$ cat src/rtl/ifc_pkg.sv
package ifc_pkg;
  typedef enum logic [2:0] {
    TRAP_NONE      = 3'd0,
    TRAP_ALIGN     = 3'd1,
    TRAP_RANGE     = 3'd2,
    TRAP_MISS_REAL = 3'd3,
    TRAP_MISS_VIRT = 3'd4,
    TRAP_PRIV      = 3'd5
  } trap_e;

  localparam int CTL_W   = 64;
  localparam int B_HPRIV = 0;
  localparam int B_RED   = 1;
  localparam int B_PRIV  = 2;
  localparam int B_AMASK = 3;
  localparam int B_IMMU  = 4;
  localparam int PART_LO = 8;
  localparam int PART_HI = 15;
  localparam int TL_LO   = 16;
  localparam int TL_HI   = 18;
  localparam int PCTX_LO = 32;
  localparam int PCTX_HI = 47;
  localparam int PART_W  = PART_HI - PART_LO + 1;
  localparam int TL_W    = TL_HI - TL_LO + 1;
  localparam int CTX_W   = PCTX_HI - PCTX_LO + 1;

  localparam logic [1:0] CT_PRIMARY = 2'd0;
  localparam logic [1:0] CT_NUCLEUS = 2'd2;
  localparam logic [7:0] AS_PRIMARY = 8'h80;
  localparam logic [7:0] AS_NUCLEUS = 8'h04;

  localparam int FT_W = 9;
  localparam logic [FT_W-1:0] FT_PRIV  = 9'h001;
  localparam logic [FT_W-1:0] FT_RANGE = 9'h002;
  localparam logic [FT_W-1:0] FT_OTHER = 9'h008;
endpackage

$ cat src/rtl/ifc_ctl_decode.sv
module ifc_ctl_decode
  import ifc_pkg::*;
(
  input  logic [CTL_W-1:0]  ctl,
  output logic              bypass,
  output logic              priv,
  output logic              amask,
  output logic              real_lk,
  output logic [PART_W-1:0] part,
  output logic [CTX_W-1:0]  ctx,
  output logic [1:0]        ctx_type,
  output logic [7:0]        asi
);
  logic            nucleus;
  logic [TL_W-1:0] tl;
  logic            unused_ctl;

  assign unused_ctl = ^{ctl[CTL_W-1:PCTX_HI+1], ctl[PCTX_LO-1:TL_HI+1],
                        ctl[PART_LO-1:B_IMMU+1]};

  assign tl       = ctl[TL_HI:TL_LO];
  assign nucleus  = (tl != '0);
  assign bypass   = ctl[B_HPRIV] | ctl[B_RED];
  assign priv     = ctl[B_PRIV];
  assign amask    = ctl[B_AMASK];
  assign real_lk  = ~ctl[B_IMMU];
  assign part     = ctl[PART_HI:PART_LO];
  assign ctx_type = nucleus ? CT_NUCLEUS : CT_PRIMARY;
  assign asi      = nucleus ? AS_NUCLEUS : AS_PRIMARY;

  always_comb begin
    if (nucleus || real_lk) ctx = '0;
    else                    ctx = ctl[PCTX_HI:PCTX_LO];
  end
endmodule

$ cat src/rtl/ifc_addr_check.sv
module ifc_addr_check #(
  parameter int             VA_W    = 64,
  parameter int             AM_BITS = 32,
  parameter logic [VA_W-1:0] HOLE_LO = 64'h0000_8000_0000_0000,
  parameter logic [VA_W-1:0] HOLE_HI = 64'hFFFF_7FFF_FFFF_FFFF
) (
  input  logic [VA_W-1:0] va,
  input  logic            amask,
  output logic [VA_W-1:0] va_eff,
  output logic            misalign,
  output logic            out_of_range
);
  localparam int HI_W = VA_W - AM_BITS;

  assign va_eff       = amask ? {{HI_W{1'b0}}, va[AM_BITS-1:0]} : va;
  assign misalign     = (va[1:0] != 2'b00);
  assign out_of_range = ~amask && (va >= HOLE_LO) && (va <= HOLE_HI);
endmodule

$ cat src/rtl/ifc_fsr_build.sv
module ifc_fsr_build
  import ifc_pkg::*;
#(
  parameter int FSR_W = 64
) (
  input  logic            prev_vld,
  input  logic            wr,
  input  logic            side_eff,
  input  logic [1:0]      ctx_type,
  input  logic [FT_W-1:0] ftype,
  input  logic [7:0]      asi,
  output logic [FSR_W-1:0] fsr
);
  localparam int FT_LO  = 7;
  localparam int ASI_LO = 16;

  always_comb begin
    fsr                      = '0;
    fsr[1:0]                 = prev_vld ? 2'b11 : 2'b01;
    fsr[2]                   = wr;
    fsr[5:4]                 = ctx_type;
    fsr[6]                   = side_eff;
    fsr[FT_LO +: FT_W]       = ftype;
    fsr[ASI_LO +: 8]         = asi;
  end
endmodule

$ cat src/rtl/ifc_xlate_check.sv
module ifc_xlate_check
  import ifc_pkg::*;
#(
  parameter int              VA_W    = 64,
  parameter int              PA_BITS = 40,
  parameter int              AM_BITS = 32,
  parameter int              PG_BITS = 13,
  parameter int              SH_W    = 6,
  parameter logic [VA_W-1:0] HOLE_LO = 64'h0000_8000_0000_0000,
  parameter logic [VA_W-1:0] HOLE_HI = 64'hFFFF_7FFF_FFFF_FFFF
) (
  input  logic              clk,
  input  logic              rst_n,
  input  logic              req_valid,
  output logic              req_ready,
  input  logic [CTL_W-1:0]  req_ctl,
  input  logic [VA_W-1:0]   req_va,
  input  logic              req_fsr_vld,
  output logic [VA_W-1:0]   lk_va,
  output logic [PART_W-1:0] lk_part,
  output logic [CTX_W-1:0]  lk_ctx,
  output logic              lk_real,
  input  logic              lk_hit,
  input  logic              lk_priv,
  input  logic [VA_W-1:0]   lk_pa,
  input  logic [SH_W-1:0]   lk_pgsh,
  output logic              rsp_valid,
  input  logic              rsp_ready,
  output logic [2:0]        rsp_trap,
  output logic              rsp_bypass,
  output logic              rsp_real,
  output logic [VA_W-1:0]   rsp_paddr,
  output logic [VA_W-1:0]   rsp_tag,
  output logic [63:0]       rsp_fsr
);
  localparam logic [VA_W-1:0] PA_MASK = (VA_W'(1) << PA_BITS) - VA_W'(1);

  logic            bypass, priv, amask, real_lk;
  logic [1:0]      ctx_type;
  logic [7:0]      asi;
  logic [VA_W-1:0] va_eff;
  logic            misalign, out_of_range;
  logic [FT_W-1:0] ftype;
  logic [63:0]     fsr_word;
  logic [VA_W-1:0] pg_mask, hit_pa, miss_tag;
  logic            accept;

  trap_e           n_trap;
  logic [VA_W-1:0] n_paddr, n_tag;
  logic [63:0]     n_fsr;
  logic            n_real;

  ifc_ctl_decode u_dec (
    .ctl      (req_ctl),
    .bypass   (bypass),
    .priv     (priv),
    .amask    (amask),
    .real_lk  (real_lk),
    .part     (lk_part),
    .ctx      (lk_ctx),
    .ctx_type (ctx_type),
    .asi      (asi)
  );

  ifc_addr_check #(
    .VA_W    (VA_W),
    .AM_BITS (AM_BITS),
    .HOLE_LO (HOLE_LO),
    .HOLE_HI (HOLE_HI)
  ) u_addr (
    .va           (req_va),
    .amask        (amask),
    .va_eff       (va_eff),
    .misalign     (misalign),
    .out_of_range (out_of_range)
  );

  ifc_fsr_build u_fsr (
    .prev_vld (req_fsr_vld),
    .wr       (1'b0),
    .side_eff (1'b0),
    .ctx_type (ctx_type),
    .ftype    (ftype),
    .asi      (asi),
    .fsr      (fsr_word)
  );

  assign lk_va   = va_eff;
  assign lk_real = real_lk;

  // Page composition for a hit and tag value for a miss.
  assign pg_mask  = (VA_W'(1) << lk_pgsh) - VA_W'(1);
  assign hit_pa   = (lk_pa & ~pg_mask) | (va_eff & pg_mask);
  assign miss_tag = {va_eff[VA_W-1:PG_BITS], {PG_BITS{1'b0}}} | VA_W'(lk_ctx);

  // Ordered checks: bypass, alignment, range, miss, privilege.
  always_comb begin
    n_trap  = TRAP_NONE;
    n_paddr = '0;
    n_tag   = '0;
    n_fsr   = '0;
    n_real  = ~bypass & real_lk;
    ftype   = FT_OTHER;
    if (bypass) begin
      n_paddr = req_va & PA_MASK;
    end else if (misalign) begin
      n_trap = TRAP_ALIGN;
      ftype  = FT_OTHER;
      n_fsr  = fsr_word;
    end else if (out_of_range) begin
      n_trap = TRAP_RANGE;
      ftype  = FT_RANGE;
      n_fsr  = fsr_word;
    end else if (!lk_hit) begin
      n_trap = real_lk ? TRAP_MISS_REAL : TRAP_MISS_VIRT;
      n_tag  = miss_tag;
    end else if (!priv && lk_priv) begin
      n_trap = TRAP_PRIV;
      ftype  = FT_PRIV;
      n_fsr  = fsr_word;
    end else begin
      n_paddr = hit_pa;
    end
  end

  assign req_ready = ~rsp_valid | rsp_ready;
  assign accept    = req_valid & req_ready;

  always_ff @(posedge clk) begin
    if (!rst_n) begin
      rsp_valid  <= 1'b0;
      rsp_trap   <= TRAP_NONE;
      rsp_bypass <= 1'b0;
      rsp_real   <= 1'b0;
      rsp_paddr  <= '0;
      rsp_tag    <= '0;
      rsp_fsr    <= '0;
    end else if (req_ready) begin
      rsp_valid <= req_valid;
      if (accept) begin
        rsp_trap   <= n_trap;
        rsp_bypass <= bypass;
        rsp_real   <= n_real;
        rsp_paddr  <= n_paddr;
        rsp_tag    <= n_tag;
        rsp_fsr    <= n_fsr;
      end
    end
  end
endmodule

$ cat config.mk
export PLATFORM = sky130hd
export DESIGN_NAME = ifc_xlate_check
export DESIGN_NICKNAME = d
export VERILOG_FILES = /design/src/rtl/ifc_pkg.sv /design/src/rtl/ifc_ctl_decode.sv /design/src/rtl/ifc_addr_check.sv /design/src/rtl/ifc_fsr_build.sv /design/src/rtl/ifc_xlate_check.sv
export SDC_FILE = /design/constraint.sdc
export NUM_CORES = 1
export LEC_CHECK = 0
export BUFFER_PORTS_ARGS = -buffer_cell sky130_fd_sc_hd__buf_2
export CORE_AREA = 2 2 192 194
export CTS_BUF_LIST = sky130_fd_sc_hd__clkbuf_4 sky130_fd_sc_hd__clkbuf_8
export CTS_CLUSTER_DIAMETER = 50
export DETAILED_ROUTE_END_ITERATION = 7
export DIE_AREA = 0 0 194 196
export PLACE_DENSITY_LB_ADDON = 0.3
export SLEW_MARGIN = 10
export SYNTH_ARGS = -nofsm -noshare
export SYNTH_HDL_FRONTEND = slang
export SYNTH_SLANG_ARGS = --single-unit
$ cat constraint.sdc
create_clock -name clk -period 5.3 [get_ports clk]
set_clock_uncertainty 0.1 [all_clocks]
set_input_delay 1.06 -clock clk [delete_from_list [all_inputs] [get_ports clk]]
set_output_delay 1.06 -clock clk [all_outputs]
set_load 0.1 [all_outputs]
* Word-level counts from Yosys, hierarchy flattened *
Index checks and enable logic that the tools add are counted.

cells by class
  add/subtract/negate cells = 1
  $mul = 0
  div/mod/pow operators = 0
  $lt $le $gt $ge = 2
  equality and inequality tests = 0
  shifts and indexed selects = 1
  mux-type cells = 27
  bitwise gates (word level) = 13
  reductions and logical operators = 8

operators with widths
  operator                                                              count
  2-to-1 mux 64 bit                                                     10
  AND 64 bit                                                            2
  2-to-1 mux 24 bit                                                     5
  greater-or-equal comparator 64 x 48 -> 1 bit (second input constant)  1
  less-or-equal comparator 64 bit (second input constant)               1
  NOT 64 bit                                                            1
  bitwise OR 64 x 16 -> 64 bit                                          1
  bitwise OR 64 bit                                                     1
  left shift 1 x 6 -> 64 bit (first input constant)                     1
  subtractor 64 x 2 -> 64 bit (second input constant)                   1
  2-to-1 mux 3 bit                                                      6
  2-to-1 mux 16 bit                                                     1
  2-to-1 mux 8 bit                                                      1
  2-to-1 mux 2 bit                                                      3
  2-to-1 mux 4 bit                                                      1
  NOT 1 bit                                                             4
  logical AND 1 bit                                                     3
  nonzero test 3 bit                                                    1
  AND 1 bit                                                             2
  bitwise OR 1 bit                                                      2
  AND reduction 2 bit                                                   1
  nonzero test 2 bit                                                    1
  zero test 1 bit                                                       1
  logical OR 1 bit                                                      1

word-level totals
  bits in registers = 198
  latch bits = 0
  RAM bits = 0
  memory bits (read-only) = 0
  input port bits = 205
  output and inout bits = 288
  word-level logic and storage cells = 59
  memories = 0

* Logic depth before layout (Yosys ltp) *
Gate-level depths: netlist of the first run.

  depth after elaboration = 10
  mapped depth = 14
  mapped depth without buffers = 10

* Cells and area by module *
A second synthesis of the first run with hierarchy kept.

second synthesis, totals
  cells, all modules = 1,271
  area, all modules = 10,558.9 µm²

by module, submodules not included
  module           instances  cells each  area each (µm²)  seq. area each (µm²)
  ifc_xlate_check  1          1,082       9,213.8          3,963.8
  ifc_addr_check   1          81          541.8            0.0
  ifc_fsr_build    1          66          488.0            0.0
  ifc_ctl_decode   1          42          315.3            0.0

* Least setup slack after synthesis of the first run *
OpenSTA, ideal clock, no wires.

  path type = input -> output
  start point = in req_ctl[3]
  end point = out lk_va[34]
  data arrival time = 2,650 ps
  required time = 4,140 ps
  slack = 1,490 ps
  cell stages on the path = 2
  buffers on the path = 1
  cells stage by stage = clkbuf_1 nor2b_1

on the way
  word-level cells in the longest chain between the ends = 1

ends and longest elaborated chain
  item               RTL line               RTL
  from (decl)        ifc_xlate_check.sv:16  input logic [CTL_W-1:0] req_ctl,
  2-to-1 mux 64 bit  ifc_addr_check.sv:15   assign va_eff = amask ? {{HI_W{1'b0}}, va[AM_BITS-1:0]} : va;
  to (decl)          ifc_xlate_check.sv:19  output logic [VA_W-1:0] lk_va,

Every way passes these cells.

* Worst setup path after layout of the first run *
  start point = in req_ctl[3]
  end point = out lk_va[46]

Same word-level chain as after synthesis.

==> results of run 1 <==
cell families after synthesis:
logic type | synth area share [%]
adders and majority gates | 0.1547
AOI/OAI and AO/OA | 21.14
xor gates and xnor gates | 1.408
buffers and inverters | 13.83
muxes | 7.551
DFF | 34.91
and+or+nand+nor | 20.97
other | 0.04637
synthesized netlist by cell type (all sizes together), types with 2 or more instances:
library cell / count
and2: 33
and2b: 7
inv: 8
o31ai: 2
or4: 3
and3: 20
or2: 5
buf: 121
xnor2: 8
a21oi: 47
or3b: 2
nand3b: 3
nor3: 17
nand2: 94
o22ai: 43
nand4: 6
dfxtp: 141
xor2: 5
o211ai: 4
a22oi: 75
nand2b: 5
o21ai: 59
a211oi: 2
nor2b: 31
o21a: 17
clkbuf: 53
or3: 5
nor4: 5
nor2: 79
mux2i: 61
o311ai: 2
o2111ai: 2
a22o: 2
nand3: 15
registers in the layout, indices dropped and copies added (netlist names):
name and flops:
rsp_bypass 1, rsp_fsr 7, rsp_paddr 64, rsp_real 1, rsp_tag 64, rsp_trap 3
rsp_valid 1
final cells by class:
cell class	instances	area [sq um]	share of cell area [%]
tap	468	585.6	5.684
sequential	141	2823	27.40
timing repair buffer	405	2069	20.09
clock buffer	19	261.5	2.539
multi-input combinational	730	4379	42.51
inverter	8	31.28	0.3037
clock inverter	13	151.4	1.470
per-layer routing:
metal | GRT usage (%) | wire, um | up-vias
met5 | 0 | 45 | -
met4 | 5.948 | 794 | 4
met3 | 3.937 | 1999 | 43
met2 | 31.24 | 17890 | 332
met1 | 21.87 | 14930 | 4057
li1 | - | - | 3988
stage by stage:
step	total power, W	cells
floorplan	0.001932	1053
detailed placement	0.002077	1752
global placement	0.002075	1752
finish	0.002998	1784
CTS	0.003043	1784
global route	0.003118	1784
power breakdown:
part	total, W	internal [W]	switching, W
Clock	0.000948	0.000453	0.000495
Combinational	0.000961	0.000168	0.000793
Sequential	0.00109	0.00108	0.0000106
Total	0.00300	0.00170	0.00130
worst reg2reg max path: stages, from the launching register on:
cell	delay [ns]
sky130_fd_sc_hd__dfxtp_1	0.33
sky130_fd_sc_hd__nand2b_1	0.28
sky130_fd_sc_hd__nand3_1	0.18
sky130_fd_sc_hd__nor3_1	0.60
sky130_fd_sc_hd__nand4_4	0.52
sky130_fd_sc_hd__buf_4	0.45
sky130_fd_sc_hd__o22ai_1	0.29
how the worst min path moves through the flow:
| stage | cells after the start | end | slack (ns) | from |
|---|---|---|---|---|
| 6_report | 2 | rsp_paddr[52] | 0.35 | rsp_paddr[52] |
| 2_1_floorplan | 2 | rsp_paddr[41] | 0.77 | rsp_paddr[41] |
| 3_5_place_dp | 2 | rsp_paddr[52] | 0.34 | rsp_paddr[52] |
| 5_1_grt | 2 | rsp_tag[50] | 0.37 | rsp_tag[50] |
| 4_1_cts | 2 | rsp_paddr[52] | 0.35 | rsp_paddr[52] |
| 3_3_place_gp | 2 | rsp_paddr[50] | 0.33 | rsp_paddr[50] |
==> key figures, run 1 <==
Drt
  – Average wire per cell in the routed design: 19.99 um
  – 1st-iter DRT viols: 370
  – Number of vias per cell: 4.722
  – DRC Markers: 0
  – Final routed wirelength across all metal layers: 35,660 um
  – Number of detailed-route iterations in the first pass: 5
  – Total number of vias: ~8,400
  – Antenna-violating nets left: 0

Power
  – Pleak: 4.877 nW
  – PD cells: 291.1 nW/um^2
  – Peak VDD IR: 0.1710 mV

Finish
  – Layout overhead on the synthesized area: 27.39%
  – Proportion of layout cells with a drive suffix above 1: 34.95%
  – Commonest cells after routing, fill and taps aside: sky130_fd_sc_hd__buf_2, sky130_fd_sc_hd__dfxtp_1, sky130_fd_sc_hd__nand2_1
  – Most common cell after layout, fill and taps aside: sky130_fd_sc_hd__buf_2
  – Filler Cell Count: 4,027
  – Utilization after layout: 28.55%
  – Final design instance area without fill: 10,300 sq um
  – Layout net count: 1,509
  – Diode count: 0

Critical path
  – Number of cell instances on the worst register-to-register path: 6
  – Peak per-stage delay on the critical path: 0.66 ns
  – RR Endpoint: rsp_paddr[38]
  – End point of the critical path: lk_va[46]
  – CP Depth: 3
  – CP bufs+invs: 2
  – Arr. time, crit path: 2.61 ns
  – Worst Path Max Fanout: 34
  – Worst reg-to-reg setup slack: 2.43 ns
  – Kind of cell with the highest combined delay on the critical path: buffers and inverters
  – Required time at the worst-slack endpoint: 4.14 ns
  – Endpoint kind of the worst setup timing path: primary output
  – Launch point of the worst reg-to-reg path: rsp_valid
  – Startpoint type of the worst setup path: primary input
  – Slowest-stage cell, CP: sky130_fd_sc_hd__nor2b_1
  – Crit Path Category: primary input to primary output
  – Cell breakdown of the critical path: buf_2 > nor2b_1 > buf_2
  – Crit path top cell by count: sky130_fd_sc_hd__buf_2
  – Worst setup path start: req_ctl[3]

Place
  – DPL Wire Length: 27,210 um
  – Minimum setup slack after placement: 1.164 ns
  – Weighted congestion reported at the end of routability-driven placement: just under 0.9
  – Post-Place Cell Area: 9888 sq um
  – Number of buffers inserted by port buffering: between 300 and 400

Synth
  – Async set-reset flop share out of synthesis: 0%
  – Number of distinct library cells after synthesis: 63
  – Share of synthesized area occupied by flip-flops and latches: between 30% and 40%
  – Number of instances in the synthesized netlist: between 900 and 1,000
  – Flops & latches, synth: ~140
  – Largest cells by area after synthesis: sky130_fd_sc_hd__dfxtp_1, sky130_fd_sc_hd__buf_4, sky130_fd_sc_hd__mux2i_1
  – Primary flip-flop cell chosen by synthesis mapping: sky130_fd_sc_hd__dfxtp_1
  – Share of Yosys cell area claimed by the top area cell type: 34.91%
  – Cell type with the largest total area after synthesis: sky130_fd_sc_hd__dfxtp_1
  – Post-synth design cell area: 8087 sq um
  – Warnings, synthesis: 0
  – EDFF count, synth: 0
  – Average cell area after synthesis: 8.103 sq um

Timing
  – Post-layout minimum cycle time: 3.775 ns
  – Final Setup Violations: 0
  – Actual transition at the worst max-transition pin: 0.9989 ns
  – Setup TNS: 0 ns
  – Final hold vios: 0
  – Max-slew headroom: between 30% and 40%
  – Setup repair after global routing missed its margin: false
  – Hold WS: about 0.35 ns
  – Number of pins exceeding their max-slew limit in the final report: 0
  – Highest attainable clock frequency: roughly 0.26 GHz
  – Final period util: 71.22%
  – Final worst setup slack: 1.525 ns

Floorplanning
  – Die extent in y: 196 um
  – Initial Utilization: 22.41%
  – Die width: a little under 200 um
  – Placeable core region: 36,080 sq um
  – Std cell rows: 70
  – Die Area: 38,020 sq um
  – Num ports: ~490

Clock network
  – Number of sinks driven by the clock tree: 141
  – Number of H-tree branching levels: 4
  – Clock tree from TritonCTS: built
  – Num CTS Buffers: 17
  – Clock latency at the later pin of the worst-skew pair: 0.48 ns
  – Clock transition at the registers of the reported paths: about 0.080 ns
  – Post_cts resized: 0
  – # hold bufs at CTS: 0
  – CTS max path bufs: 2
  – Clock tree root buffer cell: sky130_fd_sc_hd__clkbuf_8
  – Setup Fix Bufs, Post-CTS: 0

Hold path
  – Worst min-delay path class: flip-flop to flip-flop

Global route
  – Wire length of the first global-routing pass: 50,940 um
  – Aggregate global-route resource usage: between 15 and 20%
  – Number of antenna violations at the first check in global routing: 2
  – Largest net degree at the start of global routing: 80
  – Via count of the first global-routing pass: between 7,000 and 8,000
  – Total grt overflow: 0

Run
  – Number of violations of the max-capacitance limit: 0

Run status
  – Run status: completed
(Power assumes the default switching activity.)
==> run 2, diff against run 1 <==
--- a/config.mk
+++ b/config.mk
@@ -5,12 +5,13 @@
 export SDC_FILE = /design/constraint.sdc
 export NUM_CORES = 1
 export LEC_CHECK = 0
+export ABC_AREA = 1
 export BUFFER_PORTS_ARGS = -buffer_cell sky130_fd_sc_hd__buf_2
-export CORE_AREA = 2 2 192 194
+export CORE_AREA = 2 2 189 191
 export CTS_BUF_LIST = sky130_fd_sc_hd__clkbuf_4 sky130_fd_sc_hd__clkbuf_8
 export CTS_CLUSTER_DIAMETER = 50
 export DETAILED_ROUTE_END_ITERATION = 7
-export DIE_AREA = 0 0 194 196
+export DIE_AREA = 0 0 191 193
 export PLACE_DENSITY_LB_ADDON = 0.3
 export SLEW_MARGIN = 10
 export SYNTH_ARGS = -nofsm -noshare
==> constraint.sdc (replaced) <==
create_clock -name clk -period 3.4 [get_ports clk]
set_clock_uncertainty 0.1 [all_clocks]
set_input_delay 0.68 -clock clk [delete_from_list [all_inputs] [get_ports clk]]
set_output_delay 0.68 -clock clk [all_outputs]
set_load 0.1 [all_outputs]
==> run 2 against run 1 <==
  * Setup slack got worse by 1.3 ns
  * Final area increased by 22%
  * Clock power up 67%
  * Combinational power up 96%
  * Largest cell class unchanged
  * Via count grew 38%
  * Cell count up 36%
==> key figures, run 2 <==
Place
  – DPL Wire Length: 35,190 um
  – Post-Place Cell Area: ~12,000 sq um
  – Number of buffers inserted by port buffering: 388
  – Weighted congestion reported at the end of routability-driven placement: 0.9520

Drt
  – Number of detailed-route iterations in the first pass: 6
  – Antenna-violating nets left: 0
  – Total number of vias: 11,610
  – Number of vias per cell: 4.786
  – DRC Markers: 0
  – 1st-iter DRT viols: between 800 and 900
  – Final routed wirelength across all metal layers: roughly 44,000 um
  – Average wire per cell in the routed design: 18.12 um

Finish
  – Utilization after layout: 36.06%
  – Registers with the most flip-flops: rsp_paddr (64), rsp_tag (64), rsp_fsr (7)
  – Layout overhead on the synthesized area: 28.33%
  – Final design instance area without fill: between 10,000 and 15,000 sq um
  – Layout net count: 2,157
  – Most common cell after layout, fill and taps aside: sky130_fd_sc_hd__nand2_1
  – Proportion of layout cells with a drive suffix above 1: roughly 26%
  – Commonest cells after routing, fill and taps aside: sky130_fd_sc_hd__nand2_1, sky130_fd_sc_hd__buf_2, sky130_fd_sc_hd__nor2_1

Clock network
  – Number of H-tree branching levels: 4
  – Clock transition at the registers of the reported paths: 0.09 ns
  – Num CTS Buffers: 17
  – CTS max path bufs: 2
  – Clock tree from TritonCTS: built
  – Number of sinks driven by the clock tree: between 100 and 150
  – Post_cts resized: 0
  – Clock latency at the later pin of the worst-skew pair: around 0.47 ns
  – # hold bufs at CTS: 0
  – Setup Fix Bufs, Post-CTS: 0
  – Clock tree root buffer cell: sky130_fd_sc_hd__clkbuf_8

Synth
  – Largest cells by area after synthesis: sky130_fd_sc_hd__dfxtp_1, sky130_fd_sc_hd__nand2_1, sky130_fd_sc_hd__nor2_1
  – Post-synth design cell area: slightly below 10,000 sq um
  – Primary flip-flop cell chosen by synthesis mapping: sky130_fd_sc_hd__dfxtp_1
  – EDFF count, synth: 0
  – Number of instances in the synthesized netlist: 1,621
  – Share of synthesized area occupied by flip-flops and latches: 28.73%
  – Cell type with the largest total area after synthesis: sky130_fd_sc_hd__dfxtp_1
  – Warnings, synthesis: 0
  – Share of Yosys cell area claimed by the top area cell type: 28.73%
  – Most instantiated library cell after synthesis: sky130_fd_sc_hd__nand2_1
  – Async set-reset flop share out of synthesis: 0%
  – Most common library cells after synthesis: sky130_fd_sc_hd__nand2_1, sky130_fd_sc_hd__nor2_1, sky130_fd_sc_hd__inv_1, sky130_fd_sc_hd__dfxtp_1, sky130_fd_sc_hd__a21oi_1
  – Flops & latches, synth: 141
  – Number of distinct library cells after synthesis: 39
  – Average cell area after synthesis: just over 6 sq um

Critical path
  – Startpoint type of the worst setup path: primary input
  – Crit Path Category: primary input to primary output
  – Cell breakdown of the critical path: buf_2 > inv_1 > nand2_1 > inv_1 > buf_2
  – Worst Path Max Fanout: 21
  – Kind of cell with the highest combined delay on the critical path: buffers and inverters
  – Required time at the worst-slack endpoint: 2.62 ns
  – Endpoint kind of the worst setup timing path: primary output
  – Slowest-stage cell, CP: sky130_fd_sc_hd__inv_1
  – Peak per-stage delay on the critical path: 0.52 ns
  – Arr. time, crit path: 2.36 ns
  – CP bufs+invs: 4

Power
  – Peak VDD IR: 0.2261 mV
  – PD cells: 409.1 nW/um^2
  – Pleak: 6.811 nW

Global route
  – Aggregate global-route resource usage: 22.83%
  – Total grt overflow: 0
  – Global Route met2 Usage: 39.55%
  – Wire length of the first global-routing pass: 63,450 um
  – Global routing met3 resource utilization: 3.964%
  – Met1 Usage GRT: a little under 30%
  – Largest net degree at the start of global routing: 136
  – Global routing's busiest layer: met2
  – Via count of the first global-routing pass: 10,610
  – Number of antenna violations at the first check in global routing: 1

Timing
  – Number of pins exceeding their max-slew limit in the final report: 0
  – Setup TNS: 0 ns
  – Highest attainable clock frequency: 0.3180 GHz
  – Final period util: between 90% and 100%
  – Actual transition at the worst max-transition pin: 0.6430 ns
  – Final hold vios: 0
  – Final Setup Violations: 0
  – Setup repair after global routing missed its margin: false
  – Max-slew headroom: 57.14%
  – Post-layout minimum cycle time: 3.145 ns

Floorplanning
  – Die extent in y: around 190 um
  – Num ports: 493
  – Std cell rows: 69
  – Initial Utilization: 28.10%
  – Placeable core region: approximately 35,000 sq um
  – Die Area: roughly 37,000 sq um
  – Die width: ~190 um

Hold path
  – Worst min-delay path class: primary input to flip-flop

Run
  – Number of violations of the max-capacitance limit: 0

Run status
  – Run status: completed
==> run 2: layer usage <==
| layer | vias to the layer above | share of wire, % |
|---|---|---|
| li1 | 5754 | - |
| met1 | 5388 | 43 |
| met2 | 414 | 49 |
| met3 | 52 | 6.2 |
| met4 | 2 | 1.9 |
| met5 | - | 0.030 |
==> run 2: kinds of logic (layout without fill, tap and decap cells) <==
| logic type | Yosys count | in the layout | share of synthesized area (%) |
|---|---|---|---|
| flops | 141 | 141 | 28.73 |
| compound gates | 234 | 234 | 13.85 |
| simple gates | 887 | 887 | 38.71 |
| other cells | 1 | 57 | 0.03817 |
| buf+inv | 344 | 632 | 17.28 |
| xor+xnor | 9 | 9 | 0.8023 |
| mux | 4 | 4 | 0.4584 |
| fa+ha+maj | 1 | 1 | 0.1273 |
==> run 2: cell type report <==
class / instances / area [sq um]
fillers: 3916 / 22360
clock inverters: 12 / 183.9
well taps: 461 / 576.8
inverters: 173 / 654.4
clock buffers: 20 / 262.8
flip-flops and latches: 141 / 2823
repair buffers: 427 / 2575
multi-input cells: 1191 / 5532
diodes: 1 / 2.502
==> run 2: metrics by stage <==
stage	setup WS, ns	hold WS, ns	cells	power, W
5_1_grt	0.2033	0.3412	2425	0.005386
3_3_place_gp	0.1660	0.3488	2393	0.003611
6_report	0.2551	0.3565	2426	0.005159
4_1_cts	0.3022	0.3267	2425	0.005191
3_5_place_dp	0.1706	0.3523	2393	0.003619
2_1_floorplan	0.001570	0.7229	1676	0.003246
==> run 2: power breakdown <==
group          total (W)  switching [W]  internal (W)
registers        0.00170      0.0000162       0.00168
clock network    0.00158       0.000733      0.000843
logic            0.00188        0.00151      0.000372
==> run 2: worst paths after layout <==
check        cells past startpoint  slack (ns)        start     endpoint
max                              5        0.26   req_ctl[3]    lk_va[46]
min                              3        0.36  req_fsr_vld   rsp_fsr[1]
max reg2reg                     10        1.32    rsp_valid  rsp_tag[14]
min reg2reg                      2        0.36  rsp_tag[33]  rsp_tag[33]
==> run 2: tightest hold or removal path, cell delays in order <==
cell	delay, ns
sky130_fd_sc_hd__buf_2	0.10
sky130_fd_sc_hd__nand2_1	0.06
sky130_fd_sc_hd__a21oi_1	0.05
==> run 3, diff against run 2 <==
--- a/config.mk
+++ b/config.mk
@@ -5,15 +5,14 @@
 export SDC_FILE = /design/constraint.sdc
 export NUM_CORES = 1
 export LEC_CHECK = 0
-export ABC_AREA = 1
 export BUFFER_PORTS_ARGS = -buffer_cell sky130_fd_sc_hd__buf_2
-export CORE_AREA = 2 2 189 191
+export CORE_AREA = 2 2 192 194
 export CTS_BUF_LIST = sky130_fd_sc_hd__clkbuf_4 sky130_fd_sc_hd__clkbuf_8
 export CTS_CLUSTER_DIAMETER = 50
 export DETAILED_ROUTE_END_ITERATION = 7
-export DIE_AREA = 0 0 191 193
+export DIE_AREA = 0 0 194 196
 export PLACE_DENSITY_LB_ADDON = 0.3
-export SLEW_MARGIN = 10
+export SLEW_MARGIN = 0
 export SYNTH_ARGS = -nofsm -noshare
 export SYNTH_HDL_FRONTEND = slang
 export SYNTH_SLANG_ARGS = --single-unit
==> run 3 against run 2 <==
  * Count of clock-buffer cells in the layout did not move
  * Worst hold slack lost 0.021 ns
  * Setup slack improved by 0.28 ns
  * Register-to-register slack got worse by 0.11 ns
  * Sequential share of layout area increased by 3.6 points
==> key figures, run 3 (same netlist as run 1, synthesis figures left out) <==
Clock network
  – Number of H-tree branching levels: 4
  – Clock tree from TritonCTS: built
  – Post_cts resized: 0
  – Num CTS Buffers: 17
  – CTS max path bufs: 2
  – # hold bufs at CTS: 0
  – Clock transition at the registers of the reported paths: 0.08 ns
  – Clock latency at the later pin of the worst-skew pair: 0.48 ns
  – Clock tree root buffer cell: sky130_fd_sc_hd__clkbuf_8
  – Number of sinks driven by the clock tree: 141
  – Setup Fix Bufs, Post-CTS: 0

Floorplanning
  – Placeable core region: between 30,000 and 40,000 sq um
  – Num ports: 493
  – Die extent in y: roughly 200 um
  – Die Area: around 38,000 sq um
  – Die width: 194 um
  – Std cell rows: 70
  – Initial Utilization: between 20% and 30%

Finish
  – Proportion of layout cells with a drive suffix above 1: between 30% and 40%
  – Commonest cells after routing, fill and taps aside: sky130_fd_sc_hd__buf_2, sky130_fd_sc_hd__dfxtp_1, sky130_fd_sc_hd__nand2_1
  – Layout overhead on the synthesized area: 34.18%
  – Registers with the most flip-flops: rsp_paddr (64), rsp_tag (64), rsp_fsr (7)
  – Area of all sequential standard cells: between 2000 and 3000 sq um
  – Layout net count: 1,542
  – Filler Cell Count: 3,957
  – Multi-input logic area: 4379 sq um
  – Utilization after layout: a little under a third
  – Most common cell after layout, fill and taps aside: sky130_fd_sc_hd__buf_2

Timing
  – Final hold vios: 0
  – Actual transition at the worst max-transition pin: slightly below 0.8 ns
  – Number of pins exceeding their max-slew limit in the final report: 0
  – Setup TNS: 0 ns
  – Post-layout minimum cycle time: 2.860 ns
  – Final period util: 84.12%
  – Final worst setup slack: 0.5399 ns
  – Setup repair after global routing missed its margin: false
  – Final Setup Violations: 0
  – Highest attainable clock frequency: 0.3496 GHz
  – Max-slew headroom: 48.15%
  – Hold WS: 0.3356 ns

Drt
  – Average wire per cell in the routed design: just over 20 um
  – Number of detailed-route iterations in the first pass: 5
  – M1 wire length: about 16,000 um
  – Met3 wire length: 2297 um
  – Routed wire length on met2: 17,860 um
  – Number of vias per cell: 4.730
  – DRC Markers: 0
  – Final routed wirelength across all metal layers: between 30,000 and 40,000 um
  – Antenna-violating nets left: 0
  – Top routing layer used: met5
  – Total number of vias: ~8,600
  – 1st-iter DRT viols: 429

Critical path
  – Launch point of the worst reg-to-reg path: rsp_valid
  – Worst setup path start: req_ctl[3]
  – Worst Path Max Fanout: 34
  – Endpoint kind of the worst setup timing path: primary output
  – Startpoint type of the worst setup path: primary input
  – Arr. time, crit path: 2.08 ns
  – Crit Path Category: primary input to primary output
  – Required time at the worst-slack endpoint: 2.62 ns

Power
  – Tot Pwr: 0.004716 W
  – Peak VDD IR: 0.2713 mV
  – Pleak: 5.100 nW
  – PD cells: 434.6 nW/um^2

Hold path
  – HP Start: req_fsr_vld
  – Worst min-delay path class: primary input to flip-flop

Global route
  – Wire length of the first global-routing pass: around 52,000 um
  – Largest net degree at the start of global routing: 66
  – Number of antenna violations at the first check in global routing: 4
  – Total grt overflow: 0
  – Aggregate global-route resource usage: a little under a fifth
  – Via count of the first global-routing pass: 8,102

Place
  – Weighted congestion reported at the end of routability-driven placement: 0.9379
  – Minimum setup slack after placement: between 0.06 and 0.07 ns
  – Number of buffers inserted by port buffering: 388
  – DPL Wire Length: 28,350 um

Run status
  – Run status: completed

Run
  – Number of violations of the max-capacitance limit: 0
[run 3: final cells by class]
class	instances	area share (%)
inverters	8	0.2883
clock inverters	10	1.292
well taps	468	5.397
clock buffers	20	2.479
multi-input cells	730	40.36
flip-flops and latches	141	26.01
diodes	1	0.02306
repair buffers	438	24.15
[run 3: worst paths after layout]
kind | to | slack, ns | cells past startpoint
worst max-delay path | lk_va[32] | 0.54 | 3
worst min-delay path | rsp_fsr[1] | 0.34 | 3
worst max register to register | rsp_paddr[9] | 1.21 | 6
worst min register to register | rsp_paddr[53] | 0.35 | 2
[run 3: per-layer routing]
layer / GRT usage (%) / vias to the layer above
met3: 4.607 / 50
met4: 6.229 / 4
met2: 31.33 / 356
li1: - / 4065
met1: 22.90 / 4115
met5: 0 / -
[run 3: report_power, final]
group          switching, W  internal, W
clock              0.000713     0.000764
sequential        0.0000174      0.00168
combinational       0.00124     0.000296
[run 3: worst max-delay path, stage by stage]
cell and delay (ns):
sky130_fd_sc_hd__buf_2 0.34, sky130_fd_sc_hd__nor2b_1 0.50, sky130_fd_sc_hd__buf_2 0.53
[run 3: metrics by stage]
step                instances  instance area [sq um]
floorplan                1053                   8293
global placement         1785                  10440
detailed placement       1785                  10440
CTS                      1815                  10850
global route             1816                  10850
finish                   1816                  10850
